## src/rtl/irq_src_sel_pkg.sv

```systemverilog
package irq_src_sel_pkg;
  typedef enum logic [1:0] {
    SRC_OFF  = 2'b00,
    SRC_FALL = 2'b01,
    SRC_GATE = 2'b10,
    SRC_TC   = 2'b11
  } src_mode_e;
endpackage

```

## src/rtl/irq_line_sync.sv

```systemverilog
module irq_line_sync #(
  parameter int WIDTH  = 4,
  parameter int STAGES = 2
) (
  input  logic             clk_i,
  input  logic             rst_ni,
  input  logic [WIDTH-1:0] d_i,
  output logic [WIDTH-1:0] q_o
);
  logic [STAGES-1:0][WIDTH-1:0] stg_q;

  always_ff @(posedge clk_i or negedge rst_ni) begin
    if (!rst_ni) stg_q <= '0;
    else         stg_q <= {stg_q[STAGES-2:0], d_i};
  end

  assign q_o = stg_q[STAGES-1];
endmodule

```

## src/rtl/irq_src_chan.sv

```systemverilog
module irq_src_chan
  import irq_src_sel_pkg::*;
(
  input  logic      clk_i,
  input  logic      rst_ni,
  input  src_mode_e mode_i,
  input  logic      mode_chg_i,
  input  logic      c0_i,
  input  logic      c3_i,
  input  logic      tc_i,
  input  logic      clr_i,
  output logic      irq_o
);
  logic c0_q, c3_q, evt, pend_q;
  logic c0_rise, c0_fall, c3_fall;

  always_ff @(posedge clk_i or negedge rst_ni) begin
    if (!rst_ni) begin
      c0_q <= 1'b0;
      c3_q <= 1'b0;
    end else begin
      c0_q <= c0_i;
      c3_q <= c3_i;
    end
  end

  assign c0_rise = c0_i & ~c0_q;
  assign c0_fall = ~c0_i & c0_q;
  assign c3_fall = ~c3_i & c3_q;

  always_comb begin
    unique case (mode_i)
      SRC_FALL: evt = c0_fall;
      // C0 high or C3 low blocks every request
      SRC_GATE: evt = (c3_fall & ~c0_i) | (c0_rise & c3_i);
      SRC_TC:   evt = tc_i;
      default:  evt = 1'b0;
    endcase
  end

  // mode change beats event, event beats clear
  always_ff @(posedge clk_i or negedge rst_ni) begin
    if (!rst_ni)         pend_q <= 1'b0;
    else if (mode_chg_i) pend_q <= 1'b0;
    else if (evt)        pend_q <= 1'b1;
    else if (clr_i)      pend_q <= 1'b0;
  end

  assign irq_o = pend_q;
endmodule

```

## src/rtl/irq_src_sel.sv

```systemverilog
module irq_src_sel
  import irq_src_sel_pkg::*;
#(
  parameter int SYNC_STAGES = 2
) (
  input  logic       clk_i,
  input  logic       rst_ni,
  input  logic       cfg_wr_i,
  input  logic [3:0] cfg_data_i,
  input  logic       p1_c0_i,
  input  logic       p1_c3_i,
  input  logic       p2_c0_i,
  input  logic       p2_c3_i,
  input  logic       cnt_tc_i,
  input  logic       tmr_tc_i,
  input  logic       clr1_i,
  input  logic       clr2_i,
  output logic       irq1_o,
  output logic       irq2_o
);
  localparam int NCH   = 2;
  localparam int FLD_W = 2;
  localparam int CFG_W = NCH * FLD_W;

  logic [CFG_W-1:0] ctrl_q;
  logic [NCH-1:0]   c0_raw, c3_raw, c0_s, c3_s, tc, clr, irq;

  always_ff @(posedge clk_i or negedge rst_ni) begin
    if (!rst_ni)       ctrl_q <= '0;
    else if (cfg_wr_i) ctrl_q <= cfg_data_i;
  end

  assign c0_raw = {p2_c0_i, p1_c0_i};
  assign c3_raw = {p2_c3_i, p1_c3_i};
  assign tc     = {tmr_tc_i, cnt_tc_i};
  assign clr    = {clr2_i, clr1_i};

  irq_line_sync #(.WIDTH(2*NCH), .STAGES(SYNC_STAGES)) u_sync (
    .clk_i  (clk_i),
    .rst_ni (rst_ni),
    .d_i    ({c3_raw, c0_raw}),
    .q_o    ({c3_s, c0_s})
  );

  for (genvar ch = 0; ch < NCH; ch++) begin : g_ch
    logic [FLD_W-1:0] fld_cur, fld_new;
    assign fld_cur = ctrl_q[ch*FLD_W +: FLD_W];
    assign fld_new = cfg_data_i[ch*FLD_W +: FLD_W];

    irq_src_chan u_chan (
      .clk_i      (clk_i),
      .rst_ni     (rst_ni),
      .mode_i     (src_mode_e'(fld_cur)),
      .mode_chg_i (cfg_wr_i && (fld_new != fld_cur)),
      .c0_i       (c0_s[ch]),
      .c3_i       (c3_s[ch]),
      .tc_i       (tc[ch]),
      .clr_i      (clr[ch]),
      .irq_o      (irq[ch])
    );
  end

  assign irq1_o = irq[0];
  assign irq2_o = irq[1];
endmodule

```

## config.mk

```make
export PLATFORM = sky130hd
export DESIGN_NAME = irq_src_sel
export DESIGN_NICKNAME = d
export VERILOG_FILES = /design/src/rtl/irq_src_sel_pkg.sv /design/src/rtl/irq_line_sync.sv /design/src/rtl/irq_src_chan.sv /design/src/rtl/irq_src_sel.sv
export SDC_FILE = /design/constraint.sdc
export NUM_CORES = 1
export LEC_CHECK = 0
export ABC_AREA = 0
export BUFFER_PORTS_ARGS = -buffer_cell sky130_fd_sc_hd__buf_4
export CORE_AREA = 2 2 42 44
export CTS_BUF_LIST = sky130_fd_sc_hd__clkbuf_16
export CTS_CLUSTER_DIAMETER = 60
export DETAILED_ROUTE_END_ITERATION = 8
export DIE_AREA = 0 0 44 46
export PLACE_DENSITY = 0.68
export SYNTH_ARGS = -nofsm -noshare
export SYNTH_HDL_FRONTEND = slang
export SYNTH_SLANG_ARGS = --single-unit
export TNS_END_PERCENT = 50
```

## constraint.sdc

```tcl
create_clock -name clk_i -period 1.05 [get_ports clk_i]
set_input_delay 0.1575 -clock clk_i [delete_from_list [all_inputs] [get_ports clk_i]]
set_output_delay 0.1575 -clock clk_i [all_outputs]
set_load 0.01 [all_outputs]
```

==> parameters.txt <==
Parameter                              Value

Run status
  Run status ... finished, violations left
  Failing checks ... negative setup slack

Synthesis
  Cell area after technology mapping ... 651 sq um
  Share of the yosys chip area belonging to registers ... 0.692
  Mapped Avg Cell Area ... 14.1 sq um
  Synthesized netlist net count ... 61
  Yosys warning total ... 0
  Library cells used by synthesis ... 21
  Seq cells post-synth ... 18
  Post-Syn Instances ... 46

Setup path
  Cell Chain, Critical Path ... a211o_1 > o2111a_1 > o31a_1
  Reg2reg path depth ... 3
  Type of the setup path with the least slack ... register to register
  Crit. End Element ... register
  RR Startpoint ... u_sync.q_o[2]
  Cell family with most CP delay ... compound AO/OA/AOI/OAI gates
  Worst path required time ... 1180 ps
  Worst path max stage delay ... 380 ps
  Maximum fanout count along the critical path ... 2
  Sort of element at the start of the critical path ... register
  Critical path data arrival time ... 1250 ps
  FF-to-FF setup slack ... -80 ps
  Number of buffers and inverters on the critical path ... 0
  Critical-path top delay cell ... dfrtp_1
  Critical R2R Capture ... g_ch[0].u_chan.irq_o

Power and ir drop
  Internal Pwr Total ... 1.36 mW
  Switching share of total power ... 0.203
  Combinational share of power ... 0.111
  Ratio of total power to cell area ... 1870 nW/um^2
  NetSw ... 0.348 mW
  Clock power share ... 0.434
  Cell leakage power ... 0.423 nW
  Part of the power in registers ... 0.455
  Max rail drop VDD ... 0.00176 V
  PnR Total Power ... 1.71 mW

Finish
  Synth-to-Final Area Change ... 40.8%
  Most common cell after layout, fill and taps aside ... buf_4
  Fraction of layout instances using a drive strength above 1 ... 0.366
  Final Non-Filler Cells ... 88
  Number of filler cells placed in the layout ... 149
  Diode insertion count for antenna repair ... 0
  Post-layout net count ... 87
  Highest-count cells in the layout ignoring fill and taps ... buf_4 (20), dfrtp_1 (18), inv_1 (3), nand2_1 (3), clkbuf_16 (3)

Timing
  Fin Clk Skew ... 4.24 ps
  Setup ws final ... -78.1 ps
  Unrepaired setup endpoints after global routing ... yes
  Achievable frequency ... 886 MHz
  Number of max-slew violations in the final report ... 0
  Max-slew headroom ... 0.804
  Final cycle utilization of the critical path ... 1.07
  Min Clock Period, post-route ... 1130 ps
  Final setup violation count ... 1
  Slew @ Worst Pin ... 290 ps
  Final count of hold timing violations ... 0

CTS
  Clock Tree Root ... clkbuf_16
  H-tree depth ... 1
  Clock Path Buffers ... 2
  Number of clock sinks ... 18
  Clock slew at reported path FFs ... 50 ps
  Number of buffers created by CTS ... 3
  Insertion delay to the later sink of the worst-skew pair ... 240 ps
  TritonCTS clock tree ... done

Die
  Die outline area ... 2020 sq um
  Total number of placement rows ... 15
  Initial core utilization ... 0.403
  Die H ... 46 um
  Number of primary I/O pins ... 17
  Area of the placeable core ... 1610 sq um
  Die Wd ... 44 um

Worst hold path
  Kind of path behind the tightest hold check ... input pin to register
  Worst Hold Launch ... p2_c3_i
  Hold Path Sink ... u_sync.stg_q[3]
  Cell depth of the worst hold path ... 1

Routing
  Routed WL per cell ... 12.9 um
  Count of TritonRoute iterations in the first routing pass ... 1
  Final routed DRC violation total ... 0
  Avg Vias per Cell ... 4.98
  Post-route ant nets ... 0
  Post-detailed-routing wire length ... 1.13 mm
  Iteration-0 DRC Markers ... 0
  Routed via count ... 438

Place
  Placed Cells incl. Taps ... 82
  Number of port buffers ... 16
  Routability cong. ... 0.683

Flow run
  Max-capacitance violation count ... 0

Global routing
  GRT Total Usage ... 0.130
  Vias in the first global route ... 441
  Maximum number of pins on one net before global-route repair ... 19
  Wire length of the first global-routing pass ... 1.84 mm
  Gr ovfl total ... 0
  Antenna violations before repair ... 0
-- power by group through the flow --
stage,logic (mW),registers [mW],clock network [mW]
4_1_cts,0.185,0.779,0.764
5_1_grt,0.208,0.783,0.800
6_report,0.189,0.778,0.743
3_5_place_dp,0.177,0.791,0
2_1_floorplan,0.0721,0.789,0
3_3_place_gp,0.174,0.787,0
-- synth_stat cells --
| master | number | area, sq um |
|---|---|---|
| o21ai_0 | 1 | 5.00 |
| o22ai_1 | 1 | 6.26 |
| nor2_1 | 1 | 3.75 |
| o2bb2ai_1 | 1 | 8.76 |
| nor2b_1 | 1 | 6.26 |
| a211o_1 | 1 | 8.76 |
| o2111a_1 | 1 | 11.3 |
| o21ai_1 | 1 | 5.00 |
| a22oi_1 | 1 | 7.51 |
| o31a_1 | 1 | 8.76 |
| mux2_1 | 1 | 11.3 |
| nand3b_1 | 2 | 15.0 |
| xor2_1 | 2 | 17.5 |
| inv_1 | 3 | 11.3 |
| a31oi_1 | 1 | 6.26 |
| xnor2_1 | 2 | 17.5 |
| mux2_2 | 2 | 22.5 |
| nor4b_1 | 1 | 8.76 |
| dfrtp_1 | 18 | 450 |
| nand2_1 | 3 | 11.3 |
| o211ai_1 | 1 | 7.51 |
-- state kept, by name (all words and copies together), names as in the netlist --
name	cells
ctrl_q	4
u_sync.q_o	4
u_sync.stg_q	4
g_ch.u_chan.c0_q	2
g_ch.u_chan.c3_q	2
g_ch.u_chan.irq_o	2
-- worst max path at each step --
| stage | cells after the start | start | to | slack, ps |
|---|---|---|---|---|
| after global placement | 3 | u_sync.q_o[2] | g_ch[0].u_chan.irq_o | -50 |
| after floorplan | 4 | u_sync.q_o[0] | g_ch[0].u_chan.irq_o | -30 |
| after CTS | 3 | g_ch[0].u_chan.c3_q | g_ch[0].u_chan.irq_o | -80 |
| after detailed placement | 3 | u_sync.q_o[2] | g_ch[0].u_chan.irq_o | -80 |
| after global routing | 3 | u_sync.q_o[2] | g_ch[0].u_chan.irq_o | -110 |
| final | 3 | u_sync.q_o[2] | g_ch[0].u_chan.irq_o | -80 |
-- per-stage QoR --
stage | setup WS [ps] | hold slack, ps | TNS, ps | util | area, sq um
after floorplan | -34.3 | -138 | -34.3 | - | 651
after global placement | -54.5 | 34.5 | -54.5 | 0.505 | 815
after detailed placement | -79.2 | 38.4 | -79.2 | 0.505 | 815
after CTS | -78.1 | 12.7 | -78.1 | 0.564 | 911
after global routing | -107 | 12.5 | -138 | 0.567 | 916
final | -78.1 | 16.2 | -78.1 | 0.567 | 916
-- timing repair --
item                                    in CTS  in global routing
hold buffers                                 1                  0
buffers inserted                             1                  0
pin swaps                                    0                  4
endpoints found under the hold margin       18                  0
endpoints found under the setup margin       1                  2
resized for setup                            0                  1
-- area by class of cell --
| class | count | area (sq um) | share of cell area |
|---|---|---|---|
| sequential | 18 | 450 | 0.492 |
| multi-input combinational | 25 | 194 | 0.212 |
| timing repair buffer | 21 | 160 | 0.175 |
| clock buffer | 3 | 75.1 | 0.0820 |
| tap | 17 | 21.3 | 0.0232 |
| inverter | 3 | 11.3 | 0.0123 |
| clock inverter | 1 | 3.75 | 0.00410 |
-- routing by layer --
metal	part of all wire	routed length (um)	track usage
met1	0.41	467	0.148
met2	0.52	588	0.218
met3	0.041	47	0.0476
met4	0.026	30	0.0606
met5	0	0	0
-- cell families after synthesis --
kind of cell / count (synthesis) / share of synthesized area
AOI/OAI and AO/OA: 10 / 0.115
xor gates and xnor gates: 4 / 0.0539
buffers and inverters: 3 / 0.0173
DFF: 18 / 0.692
muxes: 3 / 0.0519
and+or+nand+nor: 8 / 0.0692
No activity file was read; power rests on OpenSTA's default activity.
